**config.mk**
```make
export PLATFORM = sky130hd
export DESIGN_NAME = spi_irq_ctrl
export DESIGN_NICKNAME = d
export VERILOG_FILES = /design/src/rtl/spi_irq_pkg.sv /design/src/rtl/spi_irq_ctrl_decode.sv /design/src/rtl/spi_irq_ctrl_datapath.sv /design/src/rtl/spi_irq_ctrl.sv
export SDC_FILE = /design/constraint.sdc
export NUM_CORES = 1
export LEC_CHECK = 0
export CELL_PAD_IN_SITES_DETAIL_PLACEMENT = 1
export CELL_PAD_IN_SITES_GLOBAL_PLACEMENT = 1
export CORE_MARGIN = 2
export CORE_UTILIZATION = 29
export DETAILED_ROUTE_END_ITERATION = 10
export PLACE_DENSITY = 0.92
export SLEW_MARGIN = 20
export SYNTH_ARGS = -nofsm -noshare
export SYNTH_HDL_FRONTEND = slang
export SYNTH_SLANG_ARGS = --single-unit
```
**constraint.sdc**
```tcl
create_clock -name clk -period 2 [get_ports clk]
set_clock_uncertainty 0.05 [all_clocks]
set_input_delay 0.4 -clock clk [delete_from_list [all_inputs] [get_ports clk]]
set_output_delay 0.4 -clock clk [all_outputs]
set_load 0.02 [all_outputs]
```
**src/rtl/spi_irq_pkg.sv**
```systemverilog
package spi_irq_pkg;

  localparam int IRQ_W      = 7;
  localparam int REG_ADDR_W = 3;

  // status bit positions
  localparam int BIT_TX_UNDER  = 6;
  localparam int BIT_RX_FULL   = 5;
  localparam int BIT_RX_LEVEL  = 4;
  localparam int BIT_TX_FULL   = 3;
  localparam int BIT_TX_LEVEL  = 2;
  localparam int BIT_MODE_FAIL = 1;
  localparam int BIT_RX_OVER   = 0;

  localparam int NUM_STICKY = 3;

  typedef enum logic [REG_ADDR_W-1:0] {
    ADDR_STATUS  = 3'd0,
    ADDR_ENABLE  = 3'd1,
    ADDR_DISABLE = 3'd2,
    ADDR_MASK    = 3'd3,
    ADDR_TX_THR  = 3'd4,
    ADDR_RX_THR  = 3'd5
  } regAddrE;

  typedef enum logic [2:0] {
    SEL_STATUS,
    SEL_MASK,
    SEL_TX_THR,
    SEL_RX_THR,
    SEL_ZERO
  } rdSelE;

  typedef struct packed {
    logic clrStatus;
    logic setMask;
    logic clrMask;
    logic loadTxThr;
    logic loadRxThr;
  } ctrlStrobesT;

  // maps sticky slot index to its status bit position
  function automatic int stickyPos(input int idx);
    case (idx)
      0:       return BIT_RX_OVER;
      1:       return BIT_MODE_FAIL;
      default: return BIT_TX_UNDER;
    endcase
  endfunction

endpackage

```
**src/rtl/spi_irq_ctrl_decode.sv**
```systemverilog
module spi_irq_ctrl_decode
  import spi_irq_pkg::*;
(
  input  logic                  regWrEn,
  input  logic [REG_ADDR_W-1:0] regAddr,
  output ctrlStrobesT           strobes,
  output rdSelE                 rdSel
);

  always_comb begin
    strobes = '0;
    if (regWrEn) begin
      case (regAddr)
        ADDR_STATUS:  strobes.clrStatus = 1'b1;
        ADDR_ENABLE:  strobes.setMask   = 1'b1;
        ADDR_DISABLE: strobes.clrMask   = 1'b1;
        ADDR_TX_THR:  strobes.loadTxThr = 1'b1;
        ADDR_RX_THR:  strobes.loadRxThr = 1'b1;
        default:      strobes = '0;
      endcase
    end
  end

  always_comb begin
    case (regAddr)
      ADDR_STATUS: rdSel = SEL_STATUS;
      ADDR_MASK:   rdSel = SEL_MASK;
      ADDR_TX_THR: rdSel = SEL_TX_THR;
      ADDR_RX_THR: rdSel = SEL_RX_THR;
      default:     rdSel = SEL_ZERO;
    endcase
  end

endmodule

```
**src/rtl/spi_irq_ctrl_datapath.sv**
```systemverilog
module spi_irq_ctrl_datapath
  import spi_irq_pkg::*;
#(
  parameter int DATA_W     = 32,
  parameter int FIFO_DEPTH = 32,
  localparam int CNT_W     = $clog2(FIFO_DEPTH + 1)
) (
  input  logic              clk,
  input  logic              rstN,
  input  ctrlStrobesT       strobes,
  input  rdSelE             rdSel,
  input  logic [DATA_W-1:0] regWrData,
  input  logic [CNT_W-1:0]  txCount,
  input  logic [CNT_W-1:0]  rxCount,
  input  logic              txFull,
  input  logic              rxFull,
  input  logic              txUnderflowEvt,
  input  logic              rxOverflowEvt,
  input  logic              modeFailEvt,
  output logic [DATA_W-1:0] regRdData,
  output logic [IRQ_W-1:0]  statusBits,
  output logic [IRQ_W-1:0]  maskBits,
  output logic              irq
);

  logic [NUM_STICKY-1:0] evtVec;
  logic [NUM_STICKY-1:0] stickyQ;
  logic [IRQ_W-1:0]      maskQ;
  logic [CNT_W-1:0]      txThrQ;
  logic [CNT_W-1:0]      rxThrQ;
  logic                  rxLevel;
  logic                  txLevel;

  assign evtVec[0] = rxOverflowEvt;
  assign evtVec[1] = modeFailEvt;
  assign evtVec[2] = txUnderflowEvt;

  // sticky event bits: event beats a simultaneous clear
  for (genvar i = 0; i < NUM_STICKY; i++) begin : g_sticky
    localparam int POS = stickyPos(i);
    logic clrHit;
    assign clrHit = strobes.clrStatus & regWrData[POS];
    always_ff @(posedge clk or negedge rstN) begin
      if (!rstN)          stickyQ[i] <= 1'b0;
      else if (evtVec[i]) stickyQ[i] <= 1'b1;
      else if (clrHit)    stickyQ[i] <= 1'b0;
    end
  end

  // mask changes only through the set/clear strobes
  always_ff @(posedge clk or negedge rstN) begin
    if (!rstN)                 maskQ <= '0;
    else if (strobes.setMask)  maskQ <= maskQ | regWrData[IRQ_W-1:0];
    else if (strobes.clrMask)  maskQ <= maskQ & ~regWrData[IRQ_W-1:0];
  end

  always_ff @(posedge clk or negedge rstN) begin
    if (!rstN) begin
      txThrQ <= CNT_W'(1);
      rxThrQ <= CNT_W'(1);
    end else begin
      if (strobes.loadTxThr) txThrQ <= regWrData[CNT_W-1:0];
      if (strobes.loadRxThr) rxThrQ <= regWrData[CNT_W-1:0];
    end
  end

  assign rxLevel = (rxCount >= rxThrQ);
  assign txLevel = (txCount <  txThrQ);

  always_comb begin
    statusBits                = '0;
    statusBits[BIT_TX_UNDER]  = stickyQ[2];
    statusBits[BIT_RX_FULL]   = rxFull;
    statusBits[BIT_RX_LEVEL]  = rxLevel;
    statusBits[BIT_TX_FULL]   = txFull;
    statusBits[BIT_TX_LEVEL]  = txLevel;
    statusBits[BIT_MODE_FAIL] = stickyQ[1];
    statusBits[BIT_RX_OVER]   = stickyQ[0];
  end

  assign maskBits = maskQ;
  assign irq      = |(maskQ & statusBits);

  always_comb begin
    case (rdSel)
      SEL_STATUS: regRdData = DATA_W'(statusBits);
      SEL_MASK:   regRdData = DATA_W'(maskQ);
      SEL_TX_THR: regRdData = DATA_W'(txThrQ);
      SEL_RX_THR: regRdData = DATA_W'(rxThrQ);
      default:    regRdData = '0;
    endcase
  end

endmodule

```
**src/rtl/spi_irq_ctrl.sv**
```systemverilog
module spi_irq_ctrl
  import spi_irq_pkg::*;
#(
  parameter int DATA_W     = 32,
  parameter int FIFO_DEPTH = 32,
  localparam int CNT_W     = $clog2(FIFO_DEPTH + 1)
) (
  input  logic                  clk,
  input  logic                  rstN,
  input  logic                  regWrEn,
  input  logic [REG_ADDR_W-1:0] regAddr,
  input  logic [DATA_W-1:0]     regWrData,
  output logic [DATA_W-1:0]     regRdData,
  input  logic [CNT_W-1:0]      txCount,
  input  logic [CNT_W-1:0]      rxCount,
  input  logic                  txFull,
  input  logic                  rxFull,
  input  logic                  txUnderflowEvt,
  input  logic                  rxOverflowEvt,
  input  logic                  modeFailEvt,
  output logic                  irq
);

  ctrlStrobesT      strobes;
  rdSelE            rdSel;
  logic [IRQ_W-1:0] statusBits;
  logic [IRQ_W-1:0] maskBits;

  spi_irq_ctrl_decode u_decode (
    .regWrEn (regWrEn),
    .regAddr (regAddr),
    .strobes (strobes),
    .rdSel   (rdSel)
  );

  spi_irq_ctrl_datapath #(
    .DATA_W     (DATA_W),
    .FIFO_DEPTH (FIFO_DEPTH)
  ) u_datapath (
    .clk            (clk),
    .rstN           (rstN),
    .strobes        (strobes),
    .rdSel          (rdSel),
    .regWrData      (regWrData),
    .txCount        (txCount),
    .rxCount        (rxCount),
    .txFull         (txFull),
    .rxFull         (rxFull),
    .txUnderflowEvt (txUnderflowEvt),
    .rxOverflowEvt  (rxOverflowEvt),
    .modeFailEvt    (modeFailEvt),
    .regRdData      (regRdData),
    .statusBits     (statusBits),
    .maskBits       (maskBits),
    .irq            (irq)
  );

endmodule

```
==> impl_metrics.json <==
{
  "status": "finished, violations left",
  "violations": "negative setup slack",
  "crit_start": "u_datapath.rxThrQ[0]",
  "antenna_left": 0,
  "clockBufferDepth": 2,
  "dieArea_um2": 6620,
  "dpl_worst_slack_ps": -1010,
  "path_class": "reg -> out",
  "rsz0062_at_grt": "true",
  "grt_pass1_wl_um": 8600,
  "critPathLaunchType": "flip-flop",
  "hold_class": "in -> async",
  "drtIter0Drc": 97,
  "drv_cap": 0,
  "syn_area_per_cell_um2": 9.34,
  "slew_viol_final": 0,
  "rows": 28,
  "required_ps": 1550,
  "report.final.hold_viol_count": 0,
  "synth_area_leaders": "dfrtp_1, buf_4, o21ai_2",
  "num_antenna_cells": 0,
  "wl_per_cell_um": 16.9,
  "fmax_mhz": 434,
  "place_inst": 327,
  "chipHeight_um": 81.4,
  "clock-sinks": 22,
  "drive_gt1_share_pct": 39.8,
  "cts_tree": "done",
  "syn_to_final_growth_pct": 43.6,
  "dp_hpwl_um": 4180,
  "clkSlewWorstSetupHoldPaths_ps": 90,
  "synth_edf_count": 0,
  "regToRegSetupSlack_ps": 1030,
  "drc_errors": 0,
  "yosysTopAreaCell": "dfrtp_1",
  "synth_common_cells": "buf_4, dfrtp_1, inv_1, o21ai_2, nand2_1",
  "synth_top_area_share_pct": 28.8,
  "numCtsBuffers": 3,
  "grt_max_degree": 23,
  "netlist_area_um2": 1740,
  "design.core.area_um2": 5850,
  "netlist_instances": 186,
  "yosysMostFrequentCell": "buf_4",
  "nNetsFinal": 326,
  "track_usage_pct": 17.6,
  "async_reset_ff_share_pct": 100,
  "clk_latency_ps": 270,
  "endpoint": "irq",
  "critPathMaxFanout": 2,
  "r2r_cells": 3,
  "synth-main-ff-cell": "dfrtp_1",
  "start_util_pct": 29.7,
  "grt_antenna_before_repair": 0,
  "fin_ws_ps": -306,
  "fin_cells": 334,
  "setup_viol": 4,
  "yosysUniqueCellTypes": 35,
  "drt_pass1_iterations": 4,
  "pin_count": 88,
  "via_count": 1614,
  "drt-total-wl_um": 5630,
  "cts_hold_buffers": 0,
  "p_leak_nw": 1.13,
  "gp_congestion": 0.876,
  "yosysWarnings": 0,
  "grt_pass1_vias": 1742,
  "vias_per_cell": 4.83,
  "overflow": 0,
  "synth-seq-cells": 22,
  "die_x_um": 81.4,
  "fin_crit_ps": 2310,
  "cp-end-kind": "primary output",
  "cp.arrival_ps": 1860,
  "peakVddDrop_mv": 0.260,
  "powerDensity_nw_per_um2": 632,
  "clock-root-buffer": "clkbuf_8",
  "whs_ps": 430,
  "ys_seq_area_share_pct": 31.8,
  "io_buffers": 37,
  "htree_num_levels": 1,
  "min_period_over_period_pct": 115
}
[worst max-delay path, stage by stage (launching register included)]
cell and delay, ps:
dfstp_2 580, ha_4 210, nand2b_4 130, a21oi_2 110, o221a_1 250, o221ai_2 130
buf_4 170
[layout make-up]
class,count,area [µm²]
fill,670,3360
multi-input combinational,137,1060
timing repair buffer,76,652
sequential,22,553
tap,75,93.8
inverter,20,75.1
clock buffer,4,55.1
[cell families (layout without fill, tap and decap cells)]
family                   count (synthesis)  in the layout  synth area share [%]
AO/OA/AOI/OAI                           58             58                  24.8
buffers and inverters                   51            100                  18.7
AND/OR/NAND/NOR                         36             36                  12.2
flip-flops                              22             22                  31.8
adder cells (fa/ha/maj)                 11             11                  7.92
multiplexers                             7              7                  4.32
other                                    1             25                 0.216
[report_power, final]
group | switching (mW) | internal (mW) | total, mW
registers | 0.0409 | 0.506 | 0.547
logic | 0.351 | 0.340 | 0.690
clock network | 0.162 | 0.176 | 0.338
total | 0.553 | 1.02 | 1.57
[metrics by stage]
stage / cell area (µm²) / power [mW] / TNS (ps) / util (%)
global placement: 2320 / 1.13 / -5510 / 39.7
floorplan: 1830 / 0.896 / 0 / -
CTS: 2470 / 1.57 / -820 / 42.3
global route: 2490 / 1.67 / -1100 / 42.6
detailed placement: 2320 / 1.17 / -6660 / 39.7
finish: 2490 / 1.57 / -876 / 42.6
[what timing repair did]
action                                  in CTS  in global routing
endpoints found under the setup margin       8                  8
cloned                                       1                  0
setup buffers                                2                  0
pin swaps                                   12                  2
gates resized for setup                     61                  8
[cell usage in the layout (no fill, tap or decap), types with 3 or more instances in the layout]
| cell type | n |
|---|---|
| o21ai_0 | 7 |
| conb_1 | 25 |
| ha_1 | 8 |
| a21oi_2 | 10 |
| o21ai_2 | 18 |
| clkbuf_8 | 4 |
| nor2_1 | 3 |
| clkdlybuf4s50_1 | 21 |
| a21oi_1 | 3 |
| dfrtp_1 | 20 |
| ha_4 | 3 |
| a21o_1 | 3 |
| mux2i_1 | 4 |
| dlygate4sd2_1 | 7 |
| buf_6 | 3 |
| nand2_1 | 15 |
| buf_4 | 40 |
| nand3_1 | 3 |
| inv_1 | 20 |
| a22oi_2 | 3 |
[routing by layer]
metal  vias up  global-route usage [%]  wire length [µm]
met5         -                       0                 0
met2        63                    31.3              2940
li1        742                       -                 -
met3        11                    2.11               260
met1       798                    21.5              2310
met4         0                    6.95               116
[how the worst min path moves through the flow]
stage / startpoint / endpoint / slack (ps) / cells past startpoint
after floorplan: rstN / async pin / 50 / 0
after CTS: rstN / u_datapath.rxThrQ[1] / 440 / 2
final: rstN / u_datapath.rxThrQ[1] / 430 / 2
after detailed placement: flip-flop / flip-flop / 510 / 2
after global routing: rstN / u_datapath.rxThrQ[1] / 440 / 2
after global placement: flip-flop / flip-flop / 500 / 2
No activity file was read; power rests on OpenSTA's default activity.
